[src/rtl/dtmr_pkg.sv]
package dtmr_pkg;
   // field positions inside the control word, decoded by software
   localparam int unsigned EN_POS   = 0;
   localparam int unsigned MASK_POS = 1;
   localparam int unsigned STAT_POS = 2;
   localparam int unsigned USED_W   = 3;

   typedef struct packed {
      logic mask;
      logic en;
   } dtmr_ctl_t;
endpackage

[src/rtl/dtmr_counter.sv]
module dtmr_counter #(
   parameter int unsigned CNT_W = 32
) (
   input  logic             clk_i,
   input  logic             rst_ni,
   input  logic             tick_i,
   input  logic             load_i,
   input  logic [CNT_W-1:0] load_val_i,
   output logic [CNT_W-1:0] cnt_o,
   output logic             expired_o
);
   localparam logic [CNT_W-1:0] ONE = {{(CNT_W-1){1'b0}}, 1'b1};

   initial begin
      assert (CNT_W >= 2) else $error("dtmr_counter: CNT_W must be at least 2");
   end

   logic [CNT_W-1:0] cnt_q;

   always_ff @(posedge clk_i or negedge rst_ni) begin
      if (!rst_ni) begin
         cnt_q <= '0;
      end else if (load_i) begin
         cnt_q <= load_val_i;
      end else if (tick_i) begin
         cnt_q <= cnt_q - ONE;
      end
   end

   // signed value <= 0 : sign bit set or all zero
   assign expired_o = cnt_q[CNT_W-1] | (cnt_q == '0);
   assign cnt_o     = cnt_q;


   load_takes_chk: assert property (@(posedge clk_i) disable iff (!rst_ni)
      load_i |=> cnt_q == $past(load_val_i));


   tick_dec_chk: assert property (@(posedge clk_i) disable iff (!rst_ni)
      (!load_i && tick_i) |=> cnt_q == $past(cnt_q) - ONE);


   idle_hold_chk: assert property (@(posedge clk_i) disable iff (!rst_ni)
      (!load_i && !tick_i) |=> $stable(cnt_q));
endmodule

[src/rtl/dtmr_ctl_reg.sv]
module dtmr_ctl_reg
   import dtmr_pkg::*;
#(
   parameter int unsigned CTRL_W = 64
) (
   input  logic              clk_i,
   input  logic              rst_ni,
   input  logic              wr_i,
   input  logic [CTRL_W-1:0] wdata_i,
   input  logic              expired_i,
   output logic [CTRL_W-1:0] rdata_o,
   output dtmr_ctl_t         ctl_o
);
   initial begin
      assert (CTRL_W >= USED_W) else $error("dtmr_ctl_reg: CTRL_W too narrow");
   end

   dtmr_ctl_t ctl_q;
   logic      status;

   always_ff @(posedge clk_i or negedge rst_ni) begin
      if (!rst_ni) begin
         ctl_q <= '0;
      end else if (wr_i) begin
         ctl_q.en   <= wdata_i[EN_POS];
         ctl_q.mask <= wdata_i[MASK_POS];
      end
   end

   // status has no meaning while disabled; reads 0 then
   assign status = ctl_q.en & expired_i;

   assign rdata_o[EN_POS]   = ctl_q.en;
   assign rdata_o[MASK_POS] = ctl_q.mask;
   assign rdata_o[STAT_POS] = status;

   generate
      if (CTRL_W > USED_W) begin : g_rsvd
         for (genvar b = USED_W; b < CTRL_W; b++) begin : g_bit
            assign rdata_o[b] = 1'b0;
         end
         logic unused_wdata;
         assign unused_wdata = ^{wdata_i[CTRL_W-1:USED_W], wdata_i[STAT_POS]};
      end else begin : g_norsvd
         logic unused_wdata;
         assign unused_wdata = wdata_i[STAT_POS];
      end
   endgenerate

   assign ctl_o = ctl_q;


   ctl_store_chk: assert property (@(posedge clk_i) disable iff (!rst_ni)
      wr_i |=> (rdata_o[EN_POS] == $past(wdata_i[EN_POS])) &&
               (rdata_o[MASK_POS] == $past(wdata_i[MASK_POS])));


   ctl_hold_chk: assert property (@(posedge clk_i) disable iff (!rst_ni)
      !wr_i |=> $stable(ctl_q));


   stat_off_chk: assert property (@(posedge clk_i) disable iff (!rst_ni)
      !rdata_o[EN_POS] |-> !rdata_o[STAT_POS]);
endmodule

[src/rtl/dtmr_irq.sv]
module dtmr_irq
   import dtmr_pkg::*;
(
   input  logic      clk_i,
   input  logic      rst_ni,
   input  dtmr_ctl_t ctl_i,
   input  logic      expired_i,
   output logic      irq_o
);
   always_comb begin
      irq_o = 1'b0;
      if (ctl_i.en && !ctl_i.mask) begin
         irq_o = expired_i;
      end
   end


   irq_gate_chk: assert property (@(posedge clk_i) disable iff (!rst_ni)
      irq_o |-> ctl_i.en && !ctl_i.mask && expired_i);
endmodule

[src/rtl/dtmr_top.sv]
module dtmr_top
   import dtmr_pkg::*;
#(
   parameter int unsigned CNT_W  = 32,
   parameter int unsigned CTRL_W = 64
) (
   input  logic              clk_i,
   input  logic              rst_ni,
   input  logic              tick_i,
   input  logic              cnt_wr_i,
   input  logic [CNT_W-1:0]  cnt_wdata_i,
   output logic [CNT_W-1:0]  cnt_o,
   input  logic              ctl_wr_i,
   input  logic [CTRL_W-1:0] ctl_wdata_i,
   output logic [CTRL_W-1:0] ctl_rdata_o,
   output logic              irq_o
);
   logic      expired;
   dtmr_ctl_t ctl;

   dtmr_counter #(.CNT_W(CNT_W)) u_cnt (
      .clk_i      (clk_i),
      .rst_ni     (rst_ni),
      .tick_i     (tick_i),
      .load_i     (cnt_wr_i),
      .load_val_i (cnt_wdata_i),
      .cnt_o      (cnt_o),
      .expired_o  (expired)
   );

   dtmr_ctl_reg #(.CTRL_W(CTRL_W)) u_ctl (
      .clk_i     (clk_i),
      .rst_ni    (rst_ni),
      .wr_i      (ctl_wr_i),
      .wdata_i   (ctl_wdata_i),
      .expired_i (expired),
      .rdata_o   (ctl_rdata_o),
      .ctl_o     (ctl)
   );

   dtmr_irq u_irq (
      .clk_i     (clk_i),
      .rst_ni    (rst_ni),
      .ctl_i     (ctl),
      .expired_i (expired),
      .irq_o     (irq_o)
   );


   mask_drop_chk: assert property (@(posedge clk_i) disable iff (!rst_ni)
      (ctl_wr_i && ctl_wdata_i[MASK_POS]) |=> !irq_o);


   stat_raw_chk: assert property (@(posedge clk_i) disable iff (!rst_ni)
      ctl_rdata_o[EN_POS] |-> ctl_rdata_o[STAT_POS] == ($signed(cnt_o) <= 0));
endmodule

[config.mk]
export PLATFORM = sky130hd
export DESIGN_NAME = dtmr_top
export DESIGN_NICKNAME = d
export VERILOG_FILES = /design/src/rtl/dtmr_pkg.sv /design/src/rtl/dtmr_counter.sv /design/src/rtl/dtmr_ctl_reg.sv /design/src/rtl/dtmr_irq.sv /design/src/rtl/dtmr_top.sv
export SDC_FILE = /design/constraint.sdc
export NUM_CORES = 1
export LEC_CHECK = 0
export BUFFER_PORTS_ARGS = -buffer_cell sky130_fd_sc_hd__buf_4
export CAP_MARGIN = 20
export CORE_MARGIN = 4
export CORE_UTILIZATION = 43
export CTS_CLUSTER_DIAMETER = 100
export DETAILED_ROUTE_END_ITERATION = 7
export PLACE_DENSITY = 0.95
export SETUP_SLACK_MARGIN = 0.05
export SLEW_MARGIN = 20
export SYNTH_ARGS = -nofsm -noshare
export SYNTH_HDL_FRONTEND = slang
export SYNTH_SLANG_ARGS = --single-unit
[constraint.sdc]
create_clock -name clk_i -period 5.7 [get_ports clk_i]
set_clock_uncertainty 0.05 [all_clocks]
set_input_delay 1.71 -clock clk_i [delete_from_list [all_inputs] [get_ports clk_i]]
set_output_delay 1.71 -clock clk_i [all_outputs]
set_load 0.02 [all_outputs]
### Yosys cells after proc, flatten, opt, wreduce, memory -nomap -nowiden

Index checks and enable logic that the tools add are counted.

| cells by class | value |
|---|---|
| add/sub/neg operators | 1 |
| $mul | 0 |
| div/mod/pow operators | 0 |
| order comparisons | 0 |
| equal/unequal tests | 0 |
| shift-type cells | 0 |
| multiplexer cells | 3 |
| bitwise operators | 2 |
| reduce and logical (&&, ||, !) cells | 4 |

Operators with widths:

| kind | count |
|---|---|
| $mux 32 | 2 |
| $logic_not 32->1 | 1 |
| $sub 32x1->32 const B | 1 |
| $reduce_bool 2->1 | 1 |
| $and 1x1->1 | 1 |
| $logic_and 1x1->1 | 1 |
| $logic_not 1->1 | 1 |
| $mux 1 | 1 |
| $or 1x1->1 | 1 |

| word-level totals | value |
|---|---|
| register bits after elaboration | 34 |
| latch bits | 0 |
| RAM bits | 0 |
| bits in read-only memories | 0 |
| input port bits | 101 |
| output and inout bits | 97 |
| memories kept | 0 |

### Depth between registers and ports, before layout

| logic depth | value |
|---|---|
| word-level depth | 3 |
| mapped depth | 7 |

### Modules after synthesis

A second synthesis with hierarchy kept.

| second synthesis, totals | value |
|---|---|
| cells, all modules | 268 |
| area total of the unflattened synthesis | 2,449.8 um^2 |

By module, submodules not included:

| module | times used | cells an instance | area an instance (um^2) |
|---|---|---|---|
| dtmr_counter | 1 | 197 | 1,878.1 |
| dtmr_ctl_reg | 1 | 70 | 563.0 |
| dtmr_irq | 1 | 1 | 8.8 |

### Worst setup path before layout

OpenSTA, ideal clock, no wires.

| path | value |
|---|---|
| path type | register -> output |
| start point | reg u_cnt.cnt_q[14] (netlist: u_cnt.cnt_o[14]) |
| end point | out irq_o |
| data arrival time | 2.632 ns |
| data required time | 3.940 ns |
| setup slack | 1.308 ns |
| stages on the path, launching flop included | 6 |
| cells stage by stage | dfrtp_1 > or4_4 > or4_4 > buf_6 > o41a_1 > nor3b_1 |

| between the ends | value |
|---|---|
| cells in the longest elaborated chain, start to end | 3 |

Ends and longest elaborated chain:

| item | RTL line | RTL |
|---|---|---|
| start, declared | dtmr_counter.sv:18 | `logic [CNT_W-1:0] cnt_q;` |
| start signal, assigned | dtmr_counter.sv:24 | `cnt_q <= load_val_i;` |
| start signal, assigned | dtmr_counter.sv:26 | `cnt_q <= cnt_q - ONE;` |
| $logic_not 32->1 | dtmr_counter.sv:31 | `assign expired_o = cnt_q[CNT_W-1] \| (cnt_q == '0);` |
| $or 1x1->1 | dtmr_counter.sv:31 |  |
| $mux 1 | dtmr_irq.sv:12 | `if (ctl_i.en && !ctl_i.mask) begin` |
| end, declared | dtmr_top.sv:16 | `output logic irq_o` |

No other way between the ends.

### Worst setup path after layout

Same ends and word-level chain as after synthesis.

==> reports/results.ini <==
[cts]
cts_tree = done
clkSinkCount = 34
clock_latency_ps = 280
root_buffer = clkbuf_8
cts_made_buffers = 5
post_cts_resized = 0
cts_max_path_buffers = 2
clk_pin_slew_ps = 70
post_cts_buffers = 0
cts_max_level = 2
cts_hold_buf = 0

[timing]
slew_viol_final = 0
fin_crit_ps = 4560
setup_viol = 0
max_freq_mhz = 219
hold_viol = 0
fin_setup_tns_ps = 0
whs_ps = 492
tightest_slew_ps = 739
relSlewSlack_pct = 50.3
fin_crit_sh_pct = 80.0
rsz0062_at_grt = no
setup_slack_ps = 1140

[power_and_ir_drop]
power_frac_clock_pct = 26.5
p_sw_share_pct = 35.7
leakage_nw = 1.29
ir_worst_vdd_v = 0.000157
intPower_mw = 0.444
p_per_area_nw_per_um2 = 236
p_seq_share_pct = 43.1
netSwitchingPower_mw = 0.247
total_power_mw = 0.691
combPwrFrac_pct = 30.4

[floorplanning]
fp.dieW_um = 83.6
num_rows = 27
start_util_pct = 44.4
dieArea_um2 = 6990
chipHeight_um = 83.6
core_area_um2 = 5540
io_pins = 198

[grt]
grt_pass1_wl_um = 9140
grt_use_total_pct = 15.7
grt_overflow_total = 0
grt_pass1_vias = 1947
antenna_found_initial = 0
grt_max_degree = 38

[critical_path]
cp-end-kind = primary output
criticalPathCategory = register to primary output
start_kind = register
critPathMaxFanout = 23
worstPathArrival_ps = 2800
cp.required_ps = 3940

[yosys]
ys_seq_elements = 34
avgSynthCellArea_um2 = 8.75
netlist_area_um2 = 2460
synth_edf_count = 0
seq_area_frac_synth_pct = 34.6
synth-main-ff-cell = dfrtp_1
synth_top_area_share_pct = 34.6
syn_inst = 281
synth_largest_area_cell = dfrtp_1
yosys_warnings = 0
async_flop_share_pct = 100
ys_top_cells_by_area = dfrtp_1 35%, buf_4 19%, or4_1 5.2%, a31oi_1 4.6%, o31ai_1 4.3%
ys_types = 43

[layout]
fill_cells = 530
layout_common_cells = 77 x buf_4, 61 x conb_1, 34 x dfrtp_1
layout_commonest_cell = buf_4
antennaDiodeCount = 0
finalNetCount = 454
multi_input_area_um2 = 1300
drive_gt1_share_pct = 26.3
layout.area.seq_um2 = 851
areaGrowthSynthToFinish_pct = 19.1

[placed_design]
place.gp.congestion = 0.814
place_hpwl_um = 4650
place_ws_ps = 1440
io_buffers = 74

[detailed_routing]
vias = 2177
drc = 0
wl_per_cell_um = 14.2
vias_per_cell = 5.12
drt_iter0_drc = 174
drt-total-wl_um = 6030
drtPass1Iterations = 4
postRouteAntennaNets = 0

[hold_path]
hold_class = register to register

[status]
status = finished clean

[job]
cap_violations = 0

metal layers:
layer  wire (um)  share of wire (%)  up-vias  track usage, %
met3         590                9.8        4            5.63
met5           0                  0        -               0
li1            -                  -     1044               -
met2        3000                 50      104            26.9
met4          36               0.60        0            3.51
met1        2400                 40     1025            18.9
metrics by stage:
stage | cell area, um2 | util [%] | cells
2_1_floorplan | 2680 | - | 341
3_3_place_gp | 2840 | 51.2 | 417
3_5_place_dp | 2840 | 51.2 | 417
4_1_cts | 2930 | 52.8 | 425
5_1_grt | 2930 | 52.8 | 425
6_report | 2930 | 52.8 | 425
Yosys cell counts, drive strengths merged (4+ instances only):
cell type  count
dfrtp         34
xor2           4
o31ai         14
inv            5
clkbuf         9
nor2          23
or4           19
buf           64
nand4          4
xnor2          6
a31oi         18
nor3           6
or3           10
nand2         14
o21ai         15
nor4           4
final timing paths:
kind / from / to / slack (ps) / depth (start not counted)
worst max register to register: u_cnt.cnt_o[10] / u_cnt.cnt_o[20] / 3160 / 4
worst min register to register: u_ctl.ctl_o[1] / u_ctl.ctl_o[1] / 490 / 1
worst min-delay path: u_ctl.ctl_o[1] / u_ctl.ctl_o[1] / 490 / 1
worst max-delay path: u_cnt.cnt_o[14] / irq_o / 1140 / 5
min in group asynchronous: rst_ni / u_cnt.cnt_o[14] / 1320 / 1
max in group asynchronous: rst_ni / u_cnt.cnt_o[6] / 3950 / 1
sequential cells by signal, summed over array words and instances, names as in the netlist:
signal / flops
u_ctl.ctl_o: 2
u_cnt.cnt_o: 32
critical path, stage by stage (launching register included):
cell and delay [ps]:
dfrtp_1 470, or4_4 600, or4_4 630, o41a_1 450
nor3b_1 190, buf_4 170
power groups by stage:
stage	Sequential (mW)	Clock, mW	Combinational [mW]
after floorplan	0.324	0	0.130
after global placement	0.299	0	0.205
after detailed placement	0.301	0	0.210
after CTS	0.297	0.189	0.211
after global routing	0.302	0.202	0.226
final	0.298	0.183	0.210
cell families after synthesis:
kind of cell,share of synthesized area [%]
and+or+nand+nor,23.4
buffers and inverters,21.7
AOI/OAI and AO/OA,14.7
DFF,34.6
xor gates and xnor gates,3.56
muxes,1.37
adders and majority gates,0.509
other,0.153
layout make-up:
type / instances / area share, %
clock buffer: 7 / 2.95
clock inverter: 1 / 0.171
inverter: 5 / 0.641
multi-input combinational: 229 / 44.3
sequential: 34 / 29.1
tap: 72 / 3.08
timing repair buffer: 77 / 19.8
No activity file was read; power rests on OpenSTA's default activity.
